==> config.mk <==
export PLATFORM = sky130hd
export DESIGN_NAME = ptw_walker
export DESIGN_NICKNAME = d
export VERILOG_FILES = /design/src/rtl/ptw_pkg.sv /design/src/rtl/ptw_pte_decode.sv /design/src/rtl/ptw_addr_gen.sv /design/src/rtl/ptw_seq.sv /design/src/rtl/ptw_walker.sv
export SDC_FILE = /design/constraint.sdc
export NUM_CORES = 1
export LEC_CHECK = 0
export BUFFER_PORTS_ARGS = -buffer_cell sky130_fd_sc_hd__clkbuf_2
export CAP_MARGIN = 20
export CORE_UTILIZATION = 47
export DETAILED_ROUTE_END_ITERATION = 8
export PLACE_DENSITY = 0.88
export SYNTH_ARGS = -nofsm -noshare
export SYNTH_HDL_FRONTEND = slang
export SYNTH_SLANG_ARGS = --single-unit
==> constraint.sdc <==
create_clock -name clk -period 2.3 [get_ports clk]
set_input_delay 0.23 -clock clk [delete_from_list [all_inputs] [get_ports clk]]
set_output_delay 0.23 -clock clk [all_outputs]
set_load 0.05 [all_outputs]
==> src/rtl/ptw_pkg.sv <==
package ptw_pkg;

   typedef enum logic [2:0] {
      ST_IDLE     = 3'd0,
      ST_RD_OUTER = 3'd1,
      ST_WT_OUTER = 3'd2,
      ST_RD_INNER = 3'd3,
      ST_WT_INNER = 3'd4,
      ST_DONE     = 3'd5,
      ST_FAULT    = 3'd6
   } walk_state_e;

endpackage

==> src/rtl/ptw_pte_decode.sv <==
module ptw_pte_decode #(
   parameter int PTE_W     = 32,
   parameter int FRAME_LSB = 12,
   parameter int VALID_BIT = 0
) (
   input  logic [PTE_W-1:0]           entry,
   output logic                       ent_valid,
   output logic [PTE_W-FRAME_LSB-1:0] ent_frame
);
   localparam int FRAME_W = PTE_W - FRAME_LSB;

   if (VALID_BIT >= FRAME_LSB) begin : g_bad_valid
      $error("ptw_pte_decode: valid flag must sit below the frame field");
   end

   assign ent_valid = entry[VALID_BIT];
   assign ent_frame = entry[FRAME_LSB +: FRAME_W];

   logic unused_attr;
   assign unused_attr = ^entry[FRAME_LSB-1:0];
endmodule

==> src/rtl/ptw_addr_gen.sv <==
module ptw_addr_gen #(
   parameter int VA_W         = 32,
   parameter int PA_W         = 32,
   parameter int IDX_W        = 10,
   parameter int OFF_W        = 12,
   parameter int ENTRY_B      = 2,
   parameter bit ROOT_ALIGNED = 1'b0
) (
   input  logic [VA_W-1:0]       va,
   input  logic [PA_W-1:0]       root,
   input  logic [PA_W-OFF_W-1:0] inner_frame,
   input  logic                  sel_inner,
   output logic [PA_W-1:0]       addr
);
   localparam int P1_LSB = OFF_W + IDX_W;
   localparam int P2_LSB = OFF_W;

   logic [IDX_W-1:0] p1, p2;
   logic [PA_W-1:0]  outer_addr, inner_addr;

   assign p1 = va[P1_LSB +: IDX_W];
   assign p2 = va[P2_LSB +: IDX_W];

   if (ROOT_ALIGNED) begin : g_root_cat
      assign outer_addr = {root[PA_W-1:OFF_W], p1, {ENTRY_B{1'b0}}};
      logic unused_root_low;
      assign unused_root_low = ^root[OFF_W-1:0];
   end else begin : g_root_add
      assign outer_addr = root + PA_W'({p1, {ENTRY_B{1'b0}}});
   end

   assign inner_addr = {inner_frame, p2, {ENTRY_B{1'b0}}};
   assign addr       = sel_inner ? inner_addr : outer_addr;

   logic unused_va_off;
   assign unused_va_off = ^va[OFF_W-1:0];
endmodule

==> src/rtl/ptw_seq.sv <==
module ptw_seq
   import ptw_pkg::*;
(
   input  logic clk,
   input  logic rst_n,
   input  logic xlat_req,
   input  logic mem_gnt,
   input  logic mem_rvalid,
   input  logic ent_valid,
   output logic ready,
   output logic mem_req,
   output logic sel_inner,
   output logic ld_req,
   output logic ld_frame,
   output logic ld_pa,
   output logic done,
   output logic fault
);
   walk_state_e state_q, state_d;

   always_ff @(posedge clk or negedge rst_n) begin
      if (!rst_n) state_q <= ST_IDLE;
      else        state_q <= state_d;
   end

   always_comb begin
      state_d   = state_q;
      ready     = 1'b0;
      mem_req   = 1'b0;
      sel_inner = 1'b0;
      ld_req    = 1'b0;
      ld_frame  = 1'b0;
      ld_pa     = 1'b0;
      done      = 1'b0;
      fault     = 1'b0;
      unique case (state_q)
         ST_IDLE: begin
            ready = 1'b1;
            if (xlat_req) begin
               ld_req  = 1'b1;
               state_d = ST_RD_OUTER;
            end
         end
         ST_RD_OUTER: begin
            mem_req = 1'b1;
            if (mem_gnt) state_d = ST_WT_OUTER;
         end
         ST_WT_OUTER: begin
            if (mem_rvalid) begin
               if (ent_valid) begin
                  ld_frame = 1'b1;
                  state_d  = ST_RD_INNER;
               end else begin
                  state_d  = ST_FAULT;
               end
            end
         end
         ST_RD_INNER: begin
            mem_req   = 1'b1;
            sel_inner = 1'b1;
            if (mem_gnt) state_d = ST_WT_INNER;
         end
         ST_WT_INNER: begin
            sel_inner = 1'b1;
            if (mem_rvalid) begin
               if (ent_valid) begin
                  ld_pa   = 1'b1;
                  state_d = ST_DONE;
               end else begin
                  state_d = ST_FAULT;
               end
            end
         end
         ST_DONE: begin
            done    = 1'b1;
            state_d = ST_IDLE;
         end
         ST_FAULT: begin
            fault   = 1'b1;
            state_d = ST_IDLE;
         end
         default: state_d = ST_IDLE;
      endcase
   end
endmodule

==> src/rtl/ptw_walker.sv <==
module ptw_walker #(
   parameter int VA_W         = 32,
   parameter int PA_W         = 32,
   parameter int PTE_W        = 32,
   parameter int IDX_W        = 10,
   parameter int OFF_W        = 12,
   parameter int VALID_BIT    = 0,
   parameter bit ROOT_ALIGNED = 1'b0
) (
   input  logic            clk,
   input  logic            rst_n,
   input  logic            xlat_req,
   input  logic [VA_W-1:0] xlat_va,
   input  logic [PA_W-1:0] tbl_root,
   output logic            xlat_ready,
   output logic            mem_req,
   output logic [PA_W-1:0] mem_addr,
   input  logic            mem_gnt,
   input  logic            mem_rvalid,
   input  logic [PTE_W-1:0] mem_rdata,
   output logic            xlat_done,
   output logic            xlat_fault,
   output logic [PA_W-1:0] xlat_pa
);
   localparam int ENTRY_B = $clog2(PTE_W / 8);
   localparam int FRAME_W = PA_W - OFF_W;

   if (2 * IDX_W + OFF_W != VA_W) begin : g_bad_split
      $error("ptw_walker: two indices plus offset must cover the logical address");
   end
   if (IDX_W + ENTRY_B != OFF_W) begin : g_bad_table
      $error("ptw_walker: one table must fill exactly one page");
   end
   if (PTE_W - OFF_W != FRAME_W) begin : g_bad_frame
      $error("ptw_walker: entry frame field must match the physical frame width");
   end

   logic [VA_W-1:0]    va_q;
   logic [PA_W-1:0]    root_q;
   logic [FRAME_W-1:0] frame_q;
   logic [PA_W-1:0]    pa_q;

   logic ent_valid;
   logic [FRAME_W-1:0] ent_frame;
   logic sel_inner, ld_req, ld_frame, ld_pa, done_w;

   ptw_seq u_seq (
      .clk        (clk),
      .rst_n      (rst_n),
      .xlat_req   (xlat_req),
      .mem_gnt    (mem_gnt),
      .mem_rvalid (mem_rvalid),
      .ent_valid  (ent_valid),
      .ready      (xlat_ready),
      .mem_req    (mem_req),
      .sel_inner  (sel_inner),
      .ld_req     (ld_req),
      .ld_frame   (ld_frame),
      .ld_pa      (ld_pa),
      .done       (done_w),
      .fault      (xlat_fault)
   );

   ptw_pte_decode #(
      .PTE_W     (PTE_W),
      .FRAME_LSB (OFF_W),
      .VALID_BIT (VALID_BIT)
   ) u_dec (
      .entry     (mem_rdata),
      .ent_valid (ent_valid),
      .ent_frame (ent_frame)
   );

   ptw_addr_gen #(
      .VA_W         (VA_W),
      .PA_W         (PA_W),
      .IDX_W        (IDX_W),
      .OFF_W        (OFF_W),
      .ENTRY_B      (ENTRY_B),
      .ROOT_ALIGNED (ROOT_ALIGNED)
   ) u_agen (
      .va          (va_q),
      .root        (root_q),
      .inner_frame (frame_q),
      .sel_inner   (sel_inner),
      .addr        (mem_addr)
   );

   always_ff @(posedge clk or negedge rst_n) begin
      if (!rst_n) begin
         va_q    <= '0;
         root_q  <= '0;
         frame_q <= '0;
         pa_q    <= '0;
      end else begin
         if (ld_req) begin
            va_q   <= xlat_va;
            root_q <= tbl_root;
         end
         if (ld_frame) frame_q <= ent_frame;
         if (ld_pa)    pa_q    <= {ent_frame, va_q[OFF_W-1:0]};
      end
   end

   assign xlat_done = done_w;
   assign xlat_pa   = done_w ? pa_q : '0;
endmodule

* After elaboration in Yosys (flattened, before gate mapping)
Cells that the tools add are included.
** Cells by class
- Add/sub/neg operators :: 1
- Reductions and logical operators :: 4
- Eq/ne operators :: 11
- Multiplexer cells :: 21
** Operators by type and width (count)
- $mux W32 :: 2
- $add A32 B12 Y32 :: 1
- $mux W3 :: 6
- $pmux W3 S5 :: 1
- $mux W1 :: 11
- $ne A2 B2 Y1 const B :: 5
- $eq A3 B3 Y1 const B :: 3
- $eq A3 B2 Y1 const B :: 2
- $reduce_and A5 Y1 :: 1
- $reduce_or A2 Y1 :: 2
- $eq A3 B1 Y1 const B :: 1
- $logic_not A3 Y1 :: 1
- $mux W2 :: 1
** Storage, ports and cells
- Output and inout bits :: 68
- Flip-flop bits (word level) :: 119
- Logic and storage cells :: 42

* Depth between registers and ports, before layout
Gate-level depths: netlist (run 1).
- Depth after elaboration :: 4
- Gate-level depth with buffers :: 8
- Mapped depth without buffers :: 8

* Modules after synthesis
Synthesis (run 1) repeated with hierarchy kept, for this count alone.
** Second synthesis, totals
- Cells, all modules :: 527
- Area total of the unflattened synthesis :: 6532.5 µm²
** Modules (own cells, without submodules)
- ptw_walker :: cells each 280, area each 4847.1 µm², instances 1
- ptw_addr_gen :: cells each 193, area each 1257.5 µm², instances 1
- ptw_seq :: cells each 33, area each 270.3 µm², instances 1
- ptw_pte_decode :: cells each 21, area each 157.7 µm², instances 1

* Worst setup path before layout (run 1)
Ideal clock, no wire load.
- Path type :: register to output
- Start point :: register root_q[10]
- End point :: output mem_addr[13]
- Data required time :: 2.070 ns
- Path slack :: -1.030 ns
- Cell stages (with the launch flop) :: 8
- Arrival :: 3.100 ns
- Buffers on the path :: 0
- Path through :: dfrtp_1 > ha_1 > and3_2 > nor4b_2 > a211oi_2 > and2b_2 > xnor2_1 > o21ai_0
** On the way
- Word-level cells in the longest chain between the ends :: 2
** Ends and longest elaborated chain
- from (decl) :: line ptw_walker.sv:39 : logic [PA_W-1:0] root_q;
- from (signal assigned) :: line ptw_walker.sv:98 : root_q <= tbl_root;
- $add A32 B12 Y32 :: line ptw_addr_gen.sv:29 : assign outer_addr = root + PA_W'({p1, {ENTRY_B{1'b0}}});
- $mux W32 :: line ptw_addr_gen.sv:33 : assign addr = sel_inner ? inner_addr : outer_addr;
- to (decl) :: line ptw_walker.sv:17 : output logic [PA_W-1:0] mem_addr,
No other way between the ends.

* Worst setup path in the final report (run 1)
- Start point :: register root_q[2]
- End point :: output mem_addr[24]
The elaborated chain is that of the path after synthesis.

==> results of run 1 <==
kinds of logic (layout without fill, tap and decap cells):
kind of cell,count (synthesis),count (layout)
simple gates,127,127
flops,119,119
fa+ha+maj,12,12
compound gates,70,70
buf+inv,31,254
mux,115,115
xor+xnor,24,24
flip-flops by register name, summed over array words and instances, names as in the netlist:
| signal | flops |
|---|---|
| frame_q | 20 |
| va_q | 32 |
| u_seq.state_q | 3 |
| root_q | 32 |
| pa_q | 32 |
cells in the final DEF (no fill, tap or decap), drive strengths merged, types with 4 or more instances in the layout:
cell type,netlist,routed
nor2,10,10
clkbuf,11,150
a211oi,9,9
and2,36,36
a21oi,9,9
nor4b,4,4
buf,15,90
mux2,115,115
inv,4,4
nand2,46,46
ha,10,10
clkinv,0,5
nor3b,6,6
a21o,5,5
o21ai,34,34
xor2,4,4
nand3,5,5
dfrtp,119,119
xnor2,20,20
path summary, 6_finish.rpt:
kind | from | end | slack [ps]
max in group asynchronous | rst_n | va_q[23]$_DFFE_PN0P_ | 1170
min in group asynchronous | rst_n | va_q[9]$_DFFE_PN0P_ | 320
setup reg to reg | u_seq.state_q[0]$_DFFE_PN0P_ | root_q[7]$_DFFE_PN0P_ | 330
setup / recovery | root_q[2]$_DFFE_PN0P_ | mem_addr[24] | -770
hold reg to reg | pa_q[29]$_DFFE_PN0P_ | pa_q[29]$_DFFE_PN0P_ | 500
hold / removal | mem_gnt | u_seq.state_q[0]$_DFFE_PN0P_ | 30
through the flow:
step	std cells	setup TNS, ps	cell area [µm²]
floorplan	498	-1120	6330
global placement	846	-4430	7830
detailed placement	846	-5520	7830
CTS	883	-14720	8910
global route	889	-18620	9180
finish	889	-16290	9180
timing repair:
action / CTS / global route
gates cloned: 1 / 0
setup endpoints to repair: 30 / 48
resized for setup: 90 / 48
endpoints found under the hold margin: 33 / 0
buffers inserted: 5 / 7
pin swaps: 44 / 42
hold buffers: 1 / 0
layout make-up:
cell class	count	area [µm²]	area share [%]
clock buffer	22	464	5.06
clock inverter	9	77.6	0.845
inverter	4	15.0	0.164
multi-input combinational	348	3690	40.2
sequential	119	2980	32.5
tap	168	210	2.29
timing repair buffer	219	1740	19.0
per-layer routing:
metal,up-vias,share of wire (%),global-route usage [%]
met5,-,0,0
met4,0,3.8,13.4
met3,55,6.2,7.62
li1,2177,-,-
met2,198,52,46.2
met1,2453,38,29.8
==> results.yml, run 1 <==
logic_synthesis:
  yosys_register_bits: 119
  yosys.area_share.adder_pct: 2.61
  synth_mux_area_share_pct: 21.7
  synth_edf_count: 0
  async_flop_share_pct: 100
  synth_area_um2: 5960
  yosysMostFrequentCell: "dfrtp_1"
  yosysSeqAreaShare_pct: 50.0
  syn_nets: 610
  synth_compound_area_share_pct: 7.50
  yosys-top-cells-area: "dfrtp_1 50%, mux2_2 22%, and2_1 3.8%, xnor2_1 2.9%, nand2_1 2.9%"
  syn_inst: 498
  synth_top_family_by_area: "multiplexers"
  synth.distinct_cells: 55
  yosys_warnings: 0
  synth_top_area_share_pct: 50.0
  syn_avg_cell_area_um2: 12.0
  yosys.area_share.simple_pct: 11.9
  ys.flop_type: "dfrtp_1"
  synth-xor-area-share_pct: 3.53
  synth_area_leader_cell: "dfrtp_1"
  yosys-top-cells-count: "119 x dfrtp_1, 115 x mux2_2, 46 x nand2_1, 36 x and2_1, 27 x o21ai_0"
cts:
  cts_tree: "built"
  clock_path_buffers: 2
  cts_buffers: 17
  cts.root.buffer_cell: "clkbuf_16"
  insertion_delay_ps: 420
  htreeDepth: 4
  cts.sinks: 119
  path_clk_slew_ps: 50
layout:
  drive_above_1_share_pct: 65.0
  finish.utilization_pct: 75.5
  layout.nets: 821
  syn2layout_area_growth_pct: 54.1
  fill_cells: 729
  diodes: 0
drt:
  drc: 0
  ant_nets: 0
  initialDrtViolationCount: 193
  finalWirelength_mm: 17.1
  first_pass_iters: 4
  drt-vias-per-instance: 5.49
  route.vias.total: 4883
  wl_per_cell_um: 19.3
setup_path:
  worstPathArrival_ps: 2840
  path_cells: "ha_4 -> fa_2 -> a211oi_2 -> o21ai_2 -> o2111ai_4 -> and2_4 -> buf_6 -> o21ai_4 -> a31oi_4 -> buf_12"
  crit_path_end_kind: "output port"
  critPathLaunchType: "flop"
  crit_buf_inv: 2
  critPathMaxStageDelay_ps: 400
  cp_max_fo: 6
  crit_slowest_cell: "dfrtp_1"
  cp.depth: 10
  cpLargestDelayFamily: "compound AO/OA/AOI/OAI gates"
  critPathKind: "reg -> out"
  r2r_cells: 5
  cp.required_ps: 2070
sta:
  hold_viol: 0
  fin_crit_ps: 3070
  fin_skew_ps: 6.56
  max_slew.worst_pin.slew_ps: 684
  rsz0062_at_grt: "true"
  setup_viol_count_final: 28
  worst_slack_ps: -767
  hold_ws_ps: 25.5
  fmax_mhz: 326
  finalMaxSlewViolations: 0
  relSlewSlack_pct: 54.4
  finalCritPeriodShare_pct: 133
placement:
  place.gp.congestion: 0.807
  place_ws_ps: -317
  dpl.hpwl_mm: 10.9
  portBuffers: 157
outcome:
  status: "complete, but fails checks"
  violations: "setup timing"
floorplan:
  die_area_um2: 13100
  boundaryPins: 169
  die_y_um: 115
  design.core.area_um2: 12200
  start_util_pct: 49.0
  dieWidth_um: 115
  rows: 40
grt:
  grt.overflow.total: 0
  track_usage_pct: 26.6
  grt_pass1_vias: 5158
  grt_pass1_wl_mm: 26.1
  antenna_found_initial: 0
  grt_max_degree: 57
worst_hold_path:
  min_path_cells: 2
  worstHoldPathType: "in -> reg"
job:
  max-cap-violations: 0
Power of run 1 is left out: the tool's default activity adds up to more than one toggle a clock period on the data nets, which glitch-free logic cannot reach.
==> inputs of run 2 (changes only) <==
PLACE_DENSITY = default   (was 0.88)
PLACE_DENSITY_LB_ADDON = 0.08   (was default)
SETUP_SLACK_MARGIN = 0.02   (was default)
==> run 2 against run 1 <==
Compared with the run above:
- the flow still finishes with violations (setup timing)
- final cell count up 0.34%
- sequential share of layout area up 0.34 points
- clock skew fell by 0.89 ps
- wire length fell by 7.3%
- utilization shrank 0.82 points
- via count decreased by 5.9%
- critical path type unchanged
==> results.yml, run 2 (synthesis results as in run 1) <==
drt:
  drc: 0
  finalWirelength_mm: 15.9
  first_pass_iters: 4
  ant_nets: 0
  route.vias.total: 4595
  initialDrtViolationCount: 256
  drt-vias-per-instance: 5.15
  wl_per_cell_um: 17.8
layout:
  final_common_cell: "clkbuf_2"
  drive_above_1_share_pct: 64.8
  layout.nets: 823
  seq_area_um2: 2980
  diodes: 0
  final_cell_mix: "124 x clkbuf_2, 117 x dfrtp_1, 115 x mux2_2"
  syn2layout_area_growth_pct: 52.5
  fill_cells: 823
  reg_top3: "pa_q (32), root_q (32), va_q (32)"
  multi_input_area_um2: 3600
cts:
  clock_path_buffers: 2
  path_clk_slew_ps: 50
  cts.sinks: 119
  insertion_delay_ps: 420
  cts.root.buffer_cell: "clkbuf_16"
  cts_buffers: 17
  htreeDepth: 4
  cts_tree: "built"
floorplan:
  die_y_um: 115
  design.core.area_um2: 12200
  start_util_pct: 49.0
  dieWidth_um: 115
  rows: 40
  boundaryPins: 169
  die_area_um2: 13100
sta:
  hold_viol: 0
  finalCritPeriodShare_pct: 129
  fin_skew_ps: 5.66
  tns_ps: -14230
  max_slew.worst_pin.slew_ps: 652
  hold_ws_ps: 31.6
  finalMaxSlewViolations: 0
  rsz0062_at_grt: "true"
  worst_slack_ps: -664
  relSlewSlack_pct: 56.6
  setup_viol_count_final: 28
  fmax_mhz: 337
  fin_crit_ps: 2960
worst_hold_path:
  worstHoldPathType: "in -> reg"
outcome:
  violations: "setup timing"
  status: "complete, but fails checks"
setup_path:
  rr_startpoint: "u_seq.state_q[2]$_DFFE_PN0P_"
  crit_path_end_kind: "output port"
  critPathKind: "reg -> out"
  timing.rr.end: "u_seq.state_q[1]$_DFFE_PN0P_"
  cp_max_fo: 3
  crit_start: "va_q[22]$_DFFE_PN0P_"
  cp.required_ps: 2070
  critPathLaunchType: "flop"
  critPathCapture: "mem_addr[13]"
  worstPathArrival_ps: 2730
  ff2ff_setup_slack_ps: 410
  r2r_cells: 7
placement:
  place_ws_ps: -348
  place.gp.congestion: 0.836
  portBuffers: 157
  dpl.hpwl_mm: 10.2
grt:
  grt_max_degree: 120
  grt_pass1_vias: 4759
  grt_pass1_wl_mm: 24.7
  track_usage_pct: 25.0
  antenna_found_initial: 0
  grt.overflow.total: 0
job:
  max-cap-violations: 0
-- run 2: changes by cell type in the layout (fill, tap and decap cells not counted), sizes merged --
cell / delta
clkinv: +2
buf: +6
clkinvlp: -1
inv: +2
clkbuf: -6
-- run 2: layout make-up --
type | count | share of cell area (%)
clock buffers | 20 | 5.03
clock inverters | 12 | 1.12
inverters | 4 | 0.165
multi-input cells | 348 | 39.6
flip-flops and latches | 119 | 32.8
well taps | 168 | 2.32
repair buffers | 221 | 18.9
-- run 2: stage by stage --
stage                     std cells  util, %  cell area [µm²]
final                           892     74.7             9080
after global routing            892     74.7             9080
after global placement          837     63.7             7740
after CTS                       883     73.4             8930
after detailed placement        837     63.7             7740
after floorplan                 498        -             6340
-- run 2: critical path, stage by stage (launching register included) --
cell,delay [ps]
dfrtp_1,410
ha_4,180
buf_4,140
a211oi_4,300
nor4b_4,90
a211oi_4,290
buf_12,150
and2b_2,230
xnor2_2,150
o21ai_4,210
buf_12,160
-- run 2: timing repair --
action | in CTS | in global routing
pin swaps | 38 | 38
gates resized for setup | 91 | 41
gates cloned | 1 | 0
hold endpoints to repair | 119 | 0
setup buffers | 13 | 12
setup endpoints to repair | 30 | 33
hold buffers | 1 | 0
-- run 2: worst min-delay path by stage --
stage	slack (ps)	cells past startpoint	to	startpoint
after floorplan	-70	0	frame_q[0]$_DFFE_PN0P_	rst_n
after global placement	360	2	va_q[10]$_DFFE_PN0P_	rst_n
after detailed placement	380	2	pa_q[10]$_DFFE_PN0P_	rst_n
after CTS	30	3	root_q[1]$_DFFE_PN0P_	tbl_root[1]
after global routing	30	2	root_q[29]$_DFFE_PN0P_	tbl_root[29]
final	30	3	root_q[0]$_DFFE_PN0P_	tbl_root[0]
-- run 2: layer usage --
layer / vias up / part of all wire [%] / global-route usage (%)
met4: 0 / 2.0 / 10.2
met3: 23 / 3.9 / 5.13
met1: 2246 / 46 / 34.0
li1: 2193 / - / -
met5: - / 0 / 0
met2: 133 / 48 / 39.2
Power of run 2 is left out for the same reason.
==> inputs of run 3 (changes only) <==
CORE_ASPECT_RATIO = 1.2   (was default)
==> run 3 against run 2 <==
Compared with the run above:
- final cell count fell by 1.0%
- hold slack got worse by 0.77 ps
- critical endpoint is now mem_addr[26]
- first-iteration DRC count fell by 51%
- register-to-register slack barely moved
- sequential cell count did not move
- via count rose by 3.1%
- global-route usage barely moved
- largest cell class unchanged
- clock-buffer cell count fell by 1
- the run still ends with setup timing left
- wire length rose by 0.87%
- sequential share of layout area fell by 0.27 points
==> results.yml, run 3 (synthesis results as in run 1) <==
setup_path:
  cp.required_ps: 2070
  worstPathArrival_ps: 2700
  cpLargestDelayFamily: "compound AO/OA/AOI/OAI gates"
  crit_buf_inv: 2
  critPathMaxStageDelay_ps: 390
  crit_path_end_kind: "output port"
  path_cells: "ha_2 -> fa_2 -> a211oi_2 -> o21ai_2 -> o2111ai_4 -> buf_6 -> a211oi_2 -> xnor2_2 -> o21ai_4 -> buf_12"
  crit_top_cell: "a211oi_2"
  critPathLaunchType: "flop"
  crit_slowest_cell: "dfrtp_1"
  critPathKind: "reg -> out"
  cp_max_fo: 7
cts:
  cts_buffers: 17
  clock_path_buffers: 2
  path_clk_slew_ps: 60
  htreeDepth: 4
  insertion_delay_ps: 410
  cts.sinks: 119
  cts.root.buffer_cell: "clkbuf_16"
  cts_tree: "built"
sta:
  fin_skew_ps: 5.07
  relSlewSlack_pct: 57.8
  setup_viol_count_final: 28
  hold_ws_ps: 30.9
  hold_viol: 0
  fmax_mhz: 341
  worst_slack_ps: -629
  finalMaxSlewViolations: 0
  max_slew.worst_pin.slew_ps: 634
  rsz0062_at_grt: "true"
  finalCritPeriodShare_pct: 127
  fin_crit_ps: 2930
floorplan:
  rows: 44
  die_area_um2: 13100
  dieWidth_um: 105
  boundaryPins: 169
  die_y_um: 125
  design.core.area_um2: 12200
  start_util_pct: 48.7
layout:
  syn2layout_area_growth_pct: 53.7
  reg_top3: "pa_q (32), root_q (32), va_q (32)"
  multi_input_area_um2: 3640
  seq_area_um2: 2980
  final_common_cell: "clkbuf_2"
  diodes: 0
  final_cell_mix: "126 x clkbuf_2, 117 x dfrtp_1, 115 x mux2_2"
  layout.nets: 821
  fill_cells: 802
  drive_above_1_share_pct: 64.8
worst_hold_path:
  worstHoldPathType: "in -> reg"
drt:
  drt-vias-per-instance: 5.37
  route.vias.total: 4738
  drc: 0
  initialDrtViolationCount: 125
  wl_per_cell_um: 18.1
  finalWirelength_mm: 16.0
  ant_nets: 0
  first_pass_iters: 4
grt:
  grt.overflow.total: 0
  grt_pass1_vias: 5070
  track_usage_pct: 25.1
  antenna_found_initial: 0
  grt_pass1_wl_mm: 25.4
  grt_max_degree: 60
placement:
  portBuffers: 157
  place.gp.congestion: 0.782
  dpl.hpwl_mm: 10.5
outcome:
  violations: "setup timing"
  status: "complete, but fails checks"
job:
  max-cap-violations: 0
[run 3: final cells by class]
cell class	instances	share of cell area (%)
clock buffers	19	4.73
clock inverters	13	1.43
inverters	4	0.164
multi-input cells	348	39.8
flip-flops and latches	119	32.5
well taps	161	2.20
repair buffers	219	19.1
[run 3: metal layers]
| layer | track usage, % | wire (µm) | vias to the layer above | part of all wire, % |
|---|---|---|---|---|
| met1 | 28.6 | 6200 | 2382 | 39 |
| li1 | - | - | 2188 | - |
| met3 | 6.99 | 833 | 26 | 5.2 |
| met2 | 44.4 | 8650 | 142 | 54 |
| met5 | 0 | 0 | - | 0 |
| met4 | 9.78 | 331 | 0 | 2.1 |
[run 3: what timing repair did]
item                                   CTS  global route
endpoints found under the hold margin   42             0
gates cloned                             1             1
resized for setup                       84            49
setup endpoints to repair               30            39
setup buffers                            6             7
hold buffers                             1             0
pin swaps                               38            32
[run 3: final timing paths]
path	startpoint	end	slack (ps)	depth (start not counted)
setup / recovery	root_q[2]$_DFFE_PN0P_	mem_addr[26]	-630	10
hold / removal	tbl_root[0]	root_q[0]$_DFFE_PN0P_	30	3
setup reg to reg	u_seq.state_q[0]$_DFFE_PN0P_	va_q[23]$_DFFE_PN0P_	410	5
hold reg to reg	pa_q[13]$_DFFE_PN0P_	pa_q[13]$_DFFE_PN0P_	500	1
max in group asynchronous	rst_n	frame_q[7]$_DFFE_PN0P_	1200	3
min in group asynchronous	rst_n	pa_q[6]$_DFFE_PN0P_	360	2
[run 3: through the flow]
step	util (%)	setup TNS [ps]	worst slack [ps]	instance area, µm²	std cells
floorplan	-	-1100	-139	6340	498
finish	74.9	-12890	-629	9160	883
detailed placement	63.6	-4740	-321	7770	837
global placement	63.6	-3650	-270	7770	837
CTS	72.6	-14070	-665	8880	876
global route	74.9	-15930	-735	9160	883
[run 3: worst register-to-register path, cell delays in order, from the launching register on]
cell	delay, ps
dfrtp_1	400
buf_4	180
nor3_4	200
and2_2	200
buf_4	380
mux2_2	410
Power of run 3 is left out for the same reason.
